[config.mk]
export PLATFORM = sky130hd
export DESIGN_NAME = lsx_exec
export DESIGN_NICKNAME = d
export VERILOG_FILES = /design/src/rtl/lsx_pkg.sv /design/src/rtl/lsx_decode.sv /design/src/rtl/lsx_fsm.sv /design/src/rtl/lsx_exec.sv
export SDC_FILE = /design/constraint.sdc
export NUM_CORES = 1
export LEC_CHECK = 0
export ABC_AREA = 1
export BUFFER_PORTS_ARGS = -buffer_cell sky130_fd_sc_hd__clkbuf_2
export CORE_AREA = 2 2 146 148
export CTS_BUF_LIST = sky130_fd_sc_hd__clkbuf_16
export DETAILED_ROUTE_END_ITERATION = 7
export DIE_AREA = 0 0 148 150
export HOLD_SLACK_MARGIN = 0.12
export PLACE_DENSITY = 0.71
export RECOVER_POWER = 25
export SETUP_SLACK_MARGIN = 0.02
export SYNTH_ARGS = -nofsm -noshare
export SYNTH_HDL_FRONTEND = slang
export SYNTH_SLANG_ARGS = --single-unit
[constraint.sdc]
create_clock -name clk -period 7.3 [get_ports clk]
set_input_delay 1.095 -clock clk [delete_from_list [all_inputs] [get_ports clk]]
set_output_delay 1.095 -clock clk [all_outputs]
set_load 0.02 [all_outputs]
[src/rtl/lsx_pkg.sv]
package lsx_pkg;
    typedef enum logic [2:0] {
        S_IDLE,
        S_DECODE,
        S_REQ,
        S_WAIT,
        S_WB,
        S_DONE
    } lsx_state_e;

    localparam int DIR_BIT = 24;
    localparam int REL_BIT = 28;
    localparam int CNT_LSB = 0;
    localparam int CNT_W   = 3;
    localparam int RA_LSB  = 16;
endpackage

[src/rtl/lsx_decode.sv]
module lsx_decode
    import lsx_pkg::*;
#(
    parameter int          WW        = 32,
    parameter int          RAW       = 8,
    parameter logic [63:0] SELF_BASE = 64'h0000_0000_FEDC_0000,
    parameter int          WIN_BITS  = 12
) (
    input  logic             clk,
    input  logic             rst_n,
    input  logic             capture_i,
    input  logic [WW-1:0]    word0_i,
    input  logic [WW-1:0]    word1_i,
    input  logic [WW-1:0]    base_i,
    input  logic [WW-1:0]    ld_upper_i,
    input  logic [WW-1:0]    st_upper_i,
    output logic             is_load_o,
    output logic [RAW-1:0]   reg_addr_o,
    output logic [2*WW-1:0]  addr_o,
    output logic [WW/8-1:0]  be_o,
    output logic             illegal_o
);
    localparam int LANES = WW / 8;
    localparam int OFFW  = $clog2(LANES);

    logic [WW-1:0]    w0_q, w1_q;
    logic [CNT_W-1:0] cnt;
    logic [WW-1:0]    lo_addr;
    logic [OFFW-1:0]  off;
    logic [CNT_W:0]   span;
    logic             bad_cnt, bad_align, bad_cross, bad_self;

    always_ff @(posedge clk or negedge rst_n) begin
        if (!rst_n) begin
            w0_q <= '0;
            w1_q <= '0;
        end else if (capture_i) begin
            w0_q <= word0_i;
            w1_q <= word1_i;
        end
    end

    always_comb begin
        cnt        = w0_q[CNT_LSB +: CNT_W];
        is_load_o  = w0_q[DIR_BIT];
        reg_addr_o = w0_q[RA_LSB +: RAW];
        lo_addr    = w0_q[REL_BIT] ? (base_i + w1_q) : w1_q;
        addr_o     = {(is_load_o ? ld_upper_i : st_upper_i), lo_addr};
        off        = lo_addr[OFFW-1:0];
        span       = {{(CNT_W+1-OFFW){1'b0}}, off} + {1'b0, cnt};
        bad_cnt    = (cnt == '0) || (int'(cnt) > LANES);
        bad_align  = reg_addr_o[OFFW-1:0] != off;
        bad_cross  = int'(span) > LANES;
        bad_self   = addr_o[2*WW-1:WIN_BITS] == SELF_BASE[2*WW-1:WIN_BITS];
        illegal_o  = bad_cnt || bad_align || bad_cross || bad_self;
    end

    for (genvar i = 0; i < LANES; i++) begin : g_lane
        assign be_o[i] = (i >= int'(off)) && (i < int'(span));
    end


    be_count_chk: assert property (@(posedge clk) disable iff (!rst_n)
        !illegal_o |-> ($countones(be_o) == int'(cnt)));
endmodule

[src/rtl/lsx_fsm.sv]
module lsx_fsm
    import lsx_pkg::*;
#(
    parameter int WW = 32
) (
    input  logic          clk,
    input  logic          rst_n,
    input  logic          start_i,
    input  logic          illegal_i,
    input  logic          is_load_i,
    input  logic          mem_ack_i,
    input  logic [WW-1:0] mem_rdata_i,
    input  logic [WW-1:0] reg_rdata_i,
    output logic          capture_o,
    output logic          mem_req_o,
    output logic          mem_we_o,
    output logic          reg_we_o,
    output logic [WW-1:0] data_o,
    output logic          done_o,
    output logic          illegal_o
);
    lsx_state_e    state_q, state_d;
    logic [WW-1:0] data_q;
    logic          err_q;

    always_comb begin
        state_d = state_q;
        unique case (state_q)
            S_IDLE:   if (start_i) state_d = S_DECODE;
            S_DECODE: state_d = illegal_i ? S_DONE : S_REQ;
            S_REQ,
            S_WAIT:   if (mem_ack_i) state_d = is_load_i ? S_WB : S_DONE;
                      else           state_d = S_WAIT;
            S_WB:     state_d = S_DONE;
            S_DONE:   state_d = S_IDLE;
            default:  state_d = S_IDLE;
        endcase
    end

    always_ff @(posedge clk or negedge rst_n) begin
        if (!rst_n) begin
            state_q <= S_IDLE;
            data_q  <= '0;
            err_q   <= 1'b0;
        end else begin
            state_q <= state_d;
            if (state_q == S_DECODE) begin
                err_q <= illegal_i;
                if (!is_load_i) data_q <= reg_rdata_i;
            end
            if ((state_q == S_REQ || state_q == S_WAIT) && mem_ack_i && is_load_i)
                data_q <= mem_rdata_i;
        end
    end

    always_comb begin
        capture_o = (state_q == S_IDLE) && start_i;
        mem_req_o = (state_q == S_REQ) || (state_q == S_WAIT);
        mem_we_o  = mem_req_o && !is_load_i;
        reg_we_o  = (state_q == S_WB);
        done_o    = (state_q == S_DONE);
        illegal_o = done_o && err_q;
        data_o    = data_q;
    end


    done_pulse_chk: assert property (@(posedge clk) disable iff (!rst_n)
        done_o |=> !done_o);

    no_access_bad_chk: assert property (@(posedge clk) disable iff (!rst_n)
        (mem_req_o || reg_we_o) |-> !illegal_i);

    req_hold_chk: assert property (@(posedge clk) disable iff (!rst_n)
        (mem_req_o && !mem_ack_i) |=> mem_req_o);

    wb_after_ack_chk: assert property (@(posedge clk) disable iff (!rst_n)
        reg_we_o |-> ($past(mem_ack_i) && is_load_i));
endmodule

[src/rtl/lsx_exec.sv]
module lsx_exec
    import lsx_pkg::*;
#(
    parameter int          WW        = 32,
    parameter int          RAW       = 8,
    parameter logic [63:0] SELF_BASE = 64'h0000_0000_FEDC_0000,
    parameter int          WIN_BITS  = 12
) (
    input  logic             clk,
    input  logic             rst_n,
    input  logic             start,
    input  logic [WW-1:0]    word0,
    input  logic [WW-1:0]    word1,
    input  logic [WW-1:0]    base_addr,
    input  logic [WW-1:0]    ld_upper,
    input  logic [WW-1:0]    st_upper,
    output logic             mem_req,
    output logic             mem_we,
    output logic [2*WW-1:0]  mem_addr,
    output logic [WW/8-1:0]  mem_be,
    output logic [WW-1:0]    mem_wdata,
    input  logic             mem_ack,
    input  logic [WW-1:0]    mem_rdata,
    output logic [RAW-1:0]   reg_addr,
    input  logic [WW-1:0]    reg_rdata,
    output logic             reg_we,
    output logic [WW/8-1:0]  reg_be,
    output logic [WW-1:0]    reg_wdata,
    output logic             done,
    output logic             illegal
);
    logic          capture, is_load, dec_bad;
    logic [WW-1:0] data;

    lsx_decode #(
        .WW(WW), .RAW(RAW), .SELF_BASE(SELF_BASE), .WIN_BITS(WIN_BITS)
    ) u_dec (
        .clk        (clk),
        .rst_n      (rst_n),
        .capture_i  (capture),
        .word0_i    (word0),
        .word1_i    (word1),
        .base_i     (base_addr),
        .ld_upper_i (ld_upper),
        .st_upper_i (st_upper),
        .is_load_o  (is_load),
        .reg_addr_o (reg_addr),
        .addr_o     (mem_addr),
        .be_o       (mem_be),
        .illegal_o  (dec_bad)
    );

    lsx_fsm #(.WW(WW)) u_fsm (
        .clk         (clk),
        .rst_n       (rst_n),
        .start_i     (start),
        .illegal_i   (dec_bad),
        .is_load_i   (is_load),
        .mem_ack_i   (mem_ack),
        .mem_rdata_i (mem_rdata),
        .reg_rdata_i (reg_rdata),
        .capture_o   (capture),
        .mem_req_o   (mem_req),
        .mem_we_o    (mem_we),
        .reg_we_o    (reg_we),
        .data_o      (data),
        .done_o      (done),
        .illegal_o   (illegal)
    );

    assign mem_wdata = data;
    assign reg_wdata = data;
    assign reg_be    = mem_be;


    addr_stable_chk: assert property (@(posedge clk) disable iff (!rst_n)
        (mem_req && $past(mem_req) && !$past(mem_ack)) |-> ($stable(mem_addr) && $stable(mem_be)));
endmodule

After elaboration in Yosys (flattened, before gate mapping)
Cells that the tools add are included.
{"block": "word_totals", "inputBits": 228, "out_inout_bits": 149, "reg_bits": 97, "elab_cells": 54}
{"block": "op_classes", "n_reduce_logical": 19, "n_eq_ne": 9, "n_addsub": 2, "muxes": 10, "magnitude_cmp": 9}
{"operator": "$mux W32", "count": 5}
{"operator": "$eq A52 B20 Y1 const B", "count": 1}
{"operator": "$add A32 B32 Y32", "count": 1}
{"operator": "$pmux W3 S4", "count": 1}
{"operator": "$mux W3", "count": 3}
{"operator": "$logic_and A1 B1 Y1", "count": 8}
{"operator": "$lt A1 B4 Y1 const A", "count": 2}
{"operator": "$lt A2 B4 Y1 const A", "count": 2}
{"operator": "$eq A3 B2 Y1 const B", "count": 2}
{"operator": "$eq A3 B3 Y1 const B", "count": 2}
{"operator": "$logic_not A3 Y1", "count": 2}
{"operator": "$logic_or A1 B1 Y1", "count": 5}
{"operator": "$add A2 B3 Y4", "count": 1}
{"operator": "$ge A1 B2 Y1 const A", "count": 2}
{"operator": "$gt A4 B3 Y1 const B", "count": 1}
{"operator": "$eq A3 B1 Y1 const B", "count": 1}
{"operator": "$gt A3 B3 Y1 const B", "count": 1}
{"operator": "$ge A2 B2 Y1 const A", "count": 1}
{"operator": "$ne A2 B1 Y1 const B", "count": 1}
{"operator": "$ne A2 B2 Y1", "count": 1}
{"operator": "$ne A2 B2 Y1 const B", "count": 1}
{"operator": "$reduce_and A2 Y1", "count": 1}
{"operator": "$reduce_bool A2 Y1", "count": 1}
{"operator": "$reduce_or A2 Y1", "count": 1}
{"operator": "2 further kinds", "count": 2}

Depth between registers and ports, before layout
Gate-level depths: netlist (run 1).
{"block": "logic_depth", "depth_word": 8, "ltp_mapped": 20, "ltp_nobuf": 20}

Modules after synthesis
Synthesis (run 1) repeated with hierarchy kept, for this count alone.
{"block": "hier_totals", "cells_unflattened": 1218, "hier_area_um2": 7512.2}
{"mod": "lsx_decode", "cells_each": 904, "instances": 1, "area_per_inst_um2": 5266.3, "seq_area_each_um2": 1126.1}
{"mod": "lsx_fsm", "cells_each": 278, "instances": 1, "area_per_inst_um2": 1975.6, "seq_area_each_um2": 900.9}
{"mod": "lsx_exec", "cells_each": 36, "instances": 1, "area_per_inst_um2": 270.3, "seq_area_each_um2": 0.0}

Worst setup path before layout (run 1)
No wires, ideal clock.
{"block": "synth_path", "path_kind": "input to output", "start": "input port base_addr[0]", "end": "output port reg_be[0]", "arrival_time_ns": 4.314, "setup_slack_ns": 1.891, "required_time_ns": 6.205, "path_stages": 11, "path_cell_list": "ha_1 inv_1 fa_1 o21ai_0 inv_1 fa_1 xor2_1 o21ai_0 o311ai_0 inv_1 buf_4"}
{"block": "synth_via", "elab_chain_len": 5, "elab_cells_between_ends": 6}
{"item": "start: declaration", "line": "lsx_exec.sv:14", "text": "input logic [WW-1:0] base_addr,"}
{"item": "$add A32 B32 Y32 *", "line": "lsx_decode.sv:47", "text": "lo_addr = w0_q[REL_BIT] ? (base_i + w1_q) : w1_q;"}
{"item": "$mux W32 *", "line": "lsx_decode.sv:47"}
{"item": "via mem_addr[1]", "line": "lsx_exec.sv:19", "text": "output logic [2*WW-1:0] mem_addr,"}
{"item": "$add A2 B3 Y4", "line": "lsx_decode.sv:50", "text": "span = {{(CNT_W+1-OFFW){1'b0}}, off} + {1'b0, cnt};"}
{"item": "$lt A1 B4 Y1", "line": "lsx_decode.sv:59", "text": "assign be_o[i] = (i >= int'(off)) && (i < int'(span));"}
{"item": "$logic_and A1 B1 Y1 *", "line": "lsx_decode.sv:59"}
{"item": "end: declaration", "line": "lsx_exec.sv:27", "text": "output logic [WW/8-1:0] reg_be,"}
Mark *: on every way through the listed nets, which the timed path passes. The rest lies on a longest branch.

Final worst setup path (run 1)
{"block": "layout_path", "start": "register u_dec.w0_q[28]", "end": "output port reg_be[0]"}
{"block": "layout_via", "elab_chain_len": 4, "elab_cells_between_ends": 5}
{"item": "start: declaration", "line": "lsx_decode.sv:26", "text": "logic [WW-1:0] w0_q, w1_q;"}
{"item": "start signal: assignment", "line": "lsx_decode.sv:38", "text": "w0_q <= word0_i;"}
{"item": "$mux W32 *", "line": "lsx_decode.sv:47"}
{"item": "$add A2 B3 Y4", "line": "lsx_decode.sv:50"}
{"item": "$lt A1 B4 Y1", "line": "lsx_decode.sv:59"}
{"item": "$logic_and A1 B1 Y1 *", "line": "lsx_decode.sv:59"}
Mark *: on every way between the ends. The rest lies on a longest branch, timed or not.

==> results of run 1 <==
cell usage in the layout, fill, tap and decap left out, types with 9 or more instances in the layout:
cell type / Yosys / final
sky130_fd_sc_hd__ha_1: 33 / 33
sky130_fd_sc_hd__clkbuf_2: 0 / 356
sky130_fd_sc_hd__a31oi_1: 27 / 27
sky130_fd_sc_hd__inv_1: 158 / 158
sky130_fd_sc_hd__mux2_2: 36 / 36
sky130_fd_sc_hd__dfrtp_1: 81 / 81
sky130_fd_sc_hd__nor2_1: 109 / 108
sky130_fd_sc_hd__or2_0: 10 / 10
sky130_fd_sc_hd__nand2_1: 387 / 386
sky130_fd_sc_hd__nor3_1: 13 / 13
sky130_fd_sc_hd__o21ai_1: 16 / 16
sky130_fd_sc_hd__xnor2_1: 9 / 9
sky130_fd_sc_hd__o21ai_0: 27 / 27
sky130_fd_sc_hd__a21oi_1: 30 / 30
sky130_fd_sc_hd__nand3_1: 60 / 59
sky130_fd_sc_hd__clkbuf_16: 0 / 9
sky130_fd_sc_hd__or2_2: 14 / 14
worst paths after layout:
path / start / endpoint / slack (ns) / depth (start not counted)
worst max-delay path: u_dec.w0_q[28] / reg_be[0] / 1.72 / 9
worst min-delay path: u_dec.w0_q[23] / u_dec.w0_q[23] / 0.51 / 1
worst max register to register: u_dec.w0_q[28] / u_fsm.err_q / 2.99 / 10
worst min register to register: u_dec.w0_q[23] / u_dec.w0_q[23] / 0.51 / 1
max in group asynchronous: rst_n / u_dec.w1_q[27] / 2.29 / 1
min in group asynchronous: rst_n / u_dec.w1_q[7] / 2.37 / 1
where the power goes:
group / internal, W / switching [W]
combinational: 0.00110 / 0.00215
sequential: 0.000676 / 0.000225
clock: 0.000271 / 0.000211
synthesized netlist by cell type (10+ instances only):
library cell	n	share of area, %
sky130_fd_sc_hd__buf_4	44	4.6
sky130_fd_sc_hd__or2_0	10	0.87
sky130_fd_sc_hd__clkbuf_1	22	1.2
sky130_fd_sc_hd__inv_1	158	8.3
sky130_fd_sc_hd__a21oi_1	30	2.1
sky130_fd_sc_hd__or2_2	14	1.2
sky130_fd_sc_hd__mux2_2	36	5.7
sky130_fd_sc_hd__ha_1	33	5.8
sky130_fd_sc_hd__a31oi_1	27	2.4
sky130_fd_sc_hd__nand2_1	387	20
sky130_fd_sc_hd__nor3_1	13	0.91
sky130_fd_sc_hd__dfrtp_1	81	28
sky130_fd_sc_hd__o21ai_1	16	1.1
sky130_fd_sc_hd__nor2_1	109	5.7
sky130_fd_sc_hd__nand3_1	60	4.2
sky130_fd_sc_hd__o21ai_0	27	1.9
metal layers:
| metal | routed length, um | up-vias |
|---|---|---|
| met5 | 0 | - |
| met4 | 735 | 0 |
| met3 | 1592 | 42 |
| met2 | 13930 | 255 |
| met1 | 10610 | 3607 |
| li1 | - | 4077 |
logic make-up (layout without fill, tap and decap cells):
kind of cell,after synthesis,in the layout,synth area share (%)
and+or+nand+nor,610,610,34.74
buffers and inverters,240,542,15.08
xor gates and xnor gates,11,11,1.344
AOI/OAI and AO/OA,110,110,8.602
adders and majority gates,35,35,6.317
DFF,81,81,28.27
other,0,3,0
muxes,36,36,5.653
flip-flops by register name, summed over array words and instances (netlist names):
signal         flops
u_fsm.data_o      32
u_fsm.err_q        1
u_dec.w1_q        32
u_dec.w0_q        13
u_fsm.state_q      3
layout make-up:
| cell class | count | share of cell area, % |
|---|---|---|
| Timing Repair Buffer | 360 | 19.64 |
| Clock inverter | 7 | 0.8989 |
| Multi-Input combinational cell | 802 | 44.33 |
| Antenna cell | 3 | 0.08172 |
| Inverter | 166 | 6.783 |
| Tap cell | 275 | 3.746 |
| Clock buffer | 9 | 2.452 |
| Sequential cell | 81 | 22.06 |
critical path, stage by stage, from the launching register on:
cell	delay, ns
sky130_fd_sc_hd__dfrtp_1	1.11
sky130_fd_sc_hd__inv_1	0.77
sky130_fd_sc_hd__o21ai_0	0.61
sky130_fd_sc_hd__inv_1	0.21
sky130_fd_sc_hd__fa_1	0.44
sky130_fd_sc_hd__xor2_1	0.16
sky130_fd_sc_hd__o21ai_0	0.22
sky130_fd_sc_hd__o311ai_0	0.33
sky130_fd_sc_hd__inv_1	0.10
sky130_fd_sc_hd__clkbuf_2	0.17
per-stage QoR:
stage,std cells,hold WS (ns),cell area (um2),worst slack [ns]
3_3_place_gp,1684,0.4882,8879,2.156
2_1_floorplan,1123,0.4807,7171,1.891
6_report,1703,0.5082,9186,1.718
4_1_cts,1700,0.5063,9186,1.699
3_5_place_dp,1684,0.4922,8879,2.100
5_1_grt,1702,0.5336,9184,1.135
==> metrics.json, run 1 <==
{
  "placed_design": {
    "place.port_buffers": 357,
    "gp_congestion": 0.8951,
    "estimated_wirelength_of_the_detail_placed_design_mm": 22.42
  },
  "hold_path": {
    "min_path_type": "reg2reg"
  },
  "sta": {
    "finalSetupViolCount": 0,
    "max_slew_headroom_pct": -207.5,
    "finalWorstPathRequiredPeriod_ns": 5.582,
    "maxClockFrequency_mhz": 179.1,
    "finalHoldViolCount": 0,
    "rsz0062_at_grt": "no",
    "fin_tns_setup_ns": 0,
    "tightest_slew_ns": 4.613,
    "timing.final.max_slew_violations": 137,
    "fin_skew_ns": 0.01047,
    "min_period_over_period_pct": 76.47
  },
  "die": {
    "placement_rows": 53,
    "die_area_um2": 22200,
    "die_height_um": 150,
    "coreArea_um2": 20690,
    "ioPinCount": 377,
    "floorplan.initialDensity_pct": 34.66,
    "die_w_um": 148
  },
  "global_route": {
    "grt_antenna_before_repair": 3,
    "grt_most_used_layer": "met2",
    "grt_pass1_wl_mm": 40.43,
    "global_route.usage.total_pct": 23.61,
    "grt_max_degree": 82,
    "globalRouteMet2Util_pct": 43.31,
    "gr-usage-met1_pct": 27.27,
    "grt_overflow": 0,
    "first_global_vias": 7641,
    "gr-usage-met3_pct": 4.878
  },
  "final_layout": {
    "num-nets-final": 1683,
    "seqCellArea_um2": 2027,
    "layout_area_growth_over_synthesis_pct": 28.11,
    "drive_gt1_share_pct": 30.39,
    "final_util_pct": 44.40,
    "multi_input_area_um2": 4073,
    "fill_cells": 2217
  },
  "clock_network": {
    "cts_setup_buffers": 0,
    "tritoncts_num_sinks": 81,
    "cts_tree": "built",
    "worst_skew_pair_later_pin_latency_ns": 0.35,
    "maximum_clock_path_buffer_count": 2,
    "cts_resized": 0,
    "clockRootBuffer": "sky130_fd_sc_hd__clkbuf_16",
    "postCtsHoldBufs": 0,
    "htreeDepth": 3,
    "clk_transition_reported_paths_ns": 0.07,
    "cts-buffers-inserted": 9
  },
  "synth": {
    "ys_seq_elements": 81,
    "ys.flop_type": "sky130_fd_sc_hd__dfrtp_1",
    "synth_warnings": 0,
    "postSynth.asyncResetShare_pct": 100.0,
    "postSynthAreaPerCell_um2": 6.385,
    "netlist_area_um2": 7171,
    "synthDistinctLibCells": 38,
    "synthCells": 1123,
    "number_of_enable_flip_flop_cells_after_synthesis": 0,
    "seq_area_frac_synth_pct": 28.27,
    "synth.net_count": 1386
  },
  "status": {
    "failed_checks": "max-capacitance violations, max-slew violations",
    "run_status": "finished with violations"
  },
  "pwr": {
    "max-vdd-ir-drop_uv": 216.9,
    "design_power_total_w": 0.004635,
    "power.density_cell_area_nw_per_um2": 504.5,
    "standby_leakage_power_nw": 5.384
  },
  "detailed_routing": {
    "avgRoutedWirePerCell_um": 15.78,
    "detailroute.via_count": 7981,
    "viasPerCell": 4.686,
    "route.final.wire_length_mm": 26.87,
    "post-route-drc-count": 0,
    "ant_nets": 0,
    "initialDrtViolationCount": 385,
    "drtPass1Iterations": 5
  },
  "run": {
    "cap_violations": 2
  },
  "critical_path": {
    "worstPathMaxFanout": 36,
    "critical_path_class": "reg2out",
    "cp_data_required_time_ns": 6.20,
    "critPathCaptureType": "output port",
    "critical_path_data_arrival_time_ns": 4.49,
    "timing.critical_path.from_type": "flip-flop"
  }
}
No activity file was read; power rests on OpenSTA's default activity.
==> inputs of run 2 (changes only) <==
- CORE_AREA: 2 2 146 148 -> 2 2 147 149
- DIE_AREA: 0 0 148 150 -> 0 0 149 151
- clock period: 7.3 -> 5.4 ns (I/O delays scaled with it)
==> run 2 against run 1 <==
Against the previous run: the run still ends with max-capacitance violations, max-slew violations left; setup slack got worse by 0.76 ns; sequential cell count did not move; clock skew rose by 0.0012 ns; sequential share of layout area fell by 0.081 points; via count fell by 0.91%; worst hold slack improved by 0.0075 ns; critical path depth did not move; power rose by 36%; cell count barely moved; core utilization fell by 0.12 points; die area rose by 1.3%; clock power rose by 44%; critical path type unchanged; highest routed layer unchanged.
==> metrics.json, run 2 (synthesized netlist as in run 1, its figures left out) <==
{
  "status": {
    "run_status": "finished with violations",
    "failed_checks": "max-capacitance violations, max-slew violations"
  },
  "detailed_routing": {
    "drtPass1Iterations": {"value": 5, "change": "unchanged"},
    "post-route-drc-count": {"value": 0, "change": "unchanged"},
    "ant_nets": {"value": 0, "change": "unchanged"},
    "avgRoutedWirePerCell": {"value": 15.67, "unit": "um", "change": "-0.71%"},
    "route.final.wire_length": {"value": 26.69, "unit": "mm", "change": "-0.66%"},
    "detailroute.via_count": {"value": 7908, "change": "-0.91%"},
    "initialDrtViolationCount": {"value": 330, "change": "-14%"},
    "viasPerCell": {"value": 4.641, "change": "-0.97%"}
  },
  "run": {
    "cap_violations": {"value": 3, "change": "+1"}
  },
  "sta": {
    "timing.final.max_slew_violations": {"value": 138, "change": "+0.73%"},
    "worst_slack": {"value": 0.9578, "unit": "ns", "change": "-0.7599 ns"},
    "finalSetupViolCount": {"value": 0, "change": "unchanged"},
    "rsz0062_at_grt": "no",
    "tightest_slew": {"value": 2.876, "unit": "ns", "change": "-1.737 ns"},
    "min_period_over_period_pct": 82.26,
    "max_slew_headroom": {"value": -91.73, "unit": "%", "change": "+120 points"},
    "fin_tns_setup": {"value": 0, "unit": "ns", "change": "unchanged"},
    "finalHoldViolCount": {"value": 0, "change": "unchanged"},
    "finalWorstPathRequiredPeriod_ns": 4.442,
    "fin_skew": {"value": 0.01166, "unit": "ns", "change": "+0.001189 ns"},
    "final.hold.worst_slack": {"value": 0.5157, "unit": "ns", "change": "+0.007498 ns"},
    "maxClockFrequency_mhz": 225.1
  },
  "placed_design": {
    "dp_worst_setup_slack": {"value": 0.9696, "unit": "ns", "change": "-1.130 ns"},
    "estimated_wirelength_of_the_detail_placed_design": {"value": 22.44, "unit": "mm", "change": "+0.10%"},
    "place.port_buffers": {"value": 357, "change": "unchanged"},
    "gp_congestion": {"value": 0.8772, "change": "-2.0%"},
    "dpl-instance-area": {"value": 8894, "unit": "um2", "change": "+0.17%"}
  },
  "pwr": {
    "netSwitchingFraction": {"value": 55.24, "unit": "%", "change": "-0.50 points"},
    "share_comb_of_total_power": {"value": 69.7, "unit": "%", "change": "-0.5 points"},
    "max-vdd-ir-drop": {"value": 312.9, "unit": "uV", "change": "+44%"},
    "clockPowerShare": {"value": 11.0, "unit": "%", "change": "+0.6 points"},
    "standby_leakage_power": {"value": 5.411, "unit": "nW", "change": "+0.50%"},
    "design_power_total": {"value": 0.006316, "unit": "W", "change": "+36%"},
    "power.density_cell_area": {"value": 685.0, "unit": "nW/um2", "change": "+36%"},
    "p_seq_share": {"value": 19.3, "unit": "%", "change": "about the same"},
    "switching_power": {"value": 0.003488, "unit": "W", "change": "+35%"},
    "internal_power": {"value": 0.002827, "unit": "W", "change": "+38%"}
  },
  "clock_network": {
    "postCtsHoldBufs": {"value": 0, "change": "unchanged"},
    "worst_skew_pair_later_pin_latency": {"value": 0.34, "unit": "ns", "change": "about the same"},
    "cts_setup_buffers": {"value": 0, "change": "unchanged"},
    "htreeDepth": {"value": 3, "change": "unchanged"},
    "tritoncts_num_sinks": {"value": 81, "change": "unchanged"},
    "clk_transition_reported_paths": {"value": 0.07, "unit": "ns", "change": "about the same"},
    "maximum_clock_path_buffer_count": {"value": 2, "change": "unchanged"},
    "cts_tree": "built",
    "cts_resized": {"value": 0, "change": "unchanged"},
    "cts-buffers-inserted": {"value": 9, "change": "unchanged"},
    "clockRootBuffer": "sky130_fd_sc_hd__clkbuf_16"
  },
  "die": {
    "die_w": {"value": 149, "unit": "um", "change": "+0.68%"},
    "placement_rows": {"value": 53, "change": "unchanged"},
    "coreArea": {"value": 20820, "unit": "um2", "change": "+0.64%"},
    "die_area": {"value": 22500, "unit": "um2", "change": "+1.3%"},
    "floorplan.initialDensity": {"value": 34.44, "unit": "%", "change": "-0.22 points"},
    "ioPinCount": {"value": 377, "change": "unchanged"},
    "die_height": {"value": 151, "unit": "um", "change": "+0.67%"}
  },
  "global_route": {
    "grt_pass1_wl": {"value": 39.42, "unit": "mm", "change": "-2.5%"},
    "grt_antenna_before_repair": {"value": 2, "change": "-1"},
    "grt_overflow": {"value": 0, "change": "unchanged"},
    "grt_max_degree": {"value": 59, "change": "-28%"},
    "first_global_vias": {"value": 7405, "change": "-3.1%"},
    "global_route.usage.total": {"value": 22.91, "unit": "%", "change": "-0.70 points"}
  },
  "critical_path": {
    "timing.critical_path.from_type": "flip-flop",
    "critPathCaptureType": "output port",
    "critical_path_data_arrival_time": {"value": 3.63, "unit": "ns", "change": "-0.86 ns"},
    "critical_path_class": "reg2out",
    "cp_data_required_time": {"value": 4.59, "unit": "ns", "change": "-1.61 ns"},
    "worstPathMaxFanout": {"value": 36, "change": "unchanged"}
  },
  "final_layout": {
    "drive_gt1_share": {"value": 30.48, "unit": "%", "change": "+0.098 points"},
    "num-nets-final": {"value": 1685, "change": "+0.12%"},
    "layout_area_growth_over_synthesis_pct": 28.58,
    "most-common-layout-cells": "sky130_fd_sc_hd__nand2_1, sky130_fd_sc_hd__clkbuf_2, sky130_fd_sc_hd__inv_1",
    "commonest_non_fill_non_tap_cell_in_the_layout": "sky130_fd_sc_hd__nand2_1",
    "fin_area": {"value": 9220, "unit": "um2", "change": "+0.37%"}
  },
  "hold_path": {
    "min_path_type": "reg2reg"
  }
}
-- run 2: changes by cell type in the layout (fill, tap and decap cells not counted) --
cell | previous run | this run
sky130_fd_sc_hd__clkinv_4 | 0 | 1
sky130_fd_sc_hd__bufinv_16 | 1 | 2
sky130_fd_sc_hd__buf_4 | 2 | 3
sky130_fd_sc_hd__clkbuf_2 | 356 | 357
sky130_fd_sc_hd__diode_2 | 3 | 2
sky130_fd_sc_hd__clkinvlp_4 | 2 | 0
-- run 2: path summary, 6_finish.rpt --
| kind | startpoint | end | slack (ns) | cells after the start |
|---|---|---|---|---|
| setup / recovery | u_dec.w0_q[28] | mem_be[0] | 0.96 | 9 |
| hold / removal | u_dec.w0_q[21] | u_dec.w0_q[21] | 0.52 | 1 |
| setup reg to reg | u_dec.w0_q[28] | u_fsm.err_q | 1.94 | 11 |
| hold reg to reg | u_dec.w0_q[21] | u_dec.w0_q[21] | 0.52 | 1 |
| max in group asynchronous | rst_n | u_fsm.data_o[28] | 2.37 | 2 |
| min in group asynchronous | rst_n | u_dec.w1_q[4] | 0.83 | 1 |
-- run 2: cell type report --
| class | instances | area (um2) |
|---|---|---|
| well taps | 275 | 344.1 |
| inverters | 166 | 623.1 |
| fillers | 2228 | 11600 |
| clock buffers | 9 | 225.2 |
| diodes | 2 | 5.005 |
| multi-input cells | 802 | 4073 |
| clock inverters | 7 | 106.4 |
| flip-flops and latches | 81 | 2027 |
| repair buffers | 362 | 1817 |
-- run 2: per-layer routing --
layer	GRT usage, %	wire length, um	up-vias
li1	-	-	4085
met4	8.905	954	0
met5	0	0	-
met1	25.72	10520	3529
met3	4.789	1485	45
met2	42.42	13740	249
-- run 2: power groups by stage --
| stage | clock, W | sequential (W) | combinational [W] |
|---|---|---|---|
| after floorplan | 0 | 0.00125 | 0.00319 |
| after global placement | 0 | 0.00122 | 0.00436 |
| after global routing | 0.000733 | 0.00127 | 0.00486 |
| after detailed placement | 0 | 0.00123 | 0.00441 |
| after CTS | 0.000713 | 0.00122 | 0.00442 |
| final | 0.000695 | 0.00122 | 0.00440 |
-- run 2: critical path, stage by stage, from the launching register on --
cell and delay, ns:
sky130_fd_sc_hd__dfrtp_1 1.12, sky130_fd_sc_hd__inv_1 0.14, sky130_fd_sc_hd__o21ai_0 0.41, sky130_fd_sc_hd__inv_1 0.20, sky130_fd_sc_hd__fa_1 0.45, sky130_fd_sc_hd__xor2_1 0.17, sky130_fd_sc_hd__o21ai_0 0.21, sky130_fd_sc_hd__o311ai_0 0.33
sky130_fd_sc_hd__inv_1 0.09, sky130_fd_sc_hd__clkbuf_2 0.16
-- run 2: metrics by stage --
| step | instances | utilization (%) |
|---|---|---|
| after floorplan | 1123 | - |
| after global placement | 1686 | 42.71 |
| after detailed placement | 1686 | 42.71 |
| after CTS | 1702 | 44.30 |
| after global routing | 1704 | 44.28 |
| final | 1704 | 44.28 |
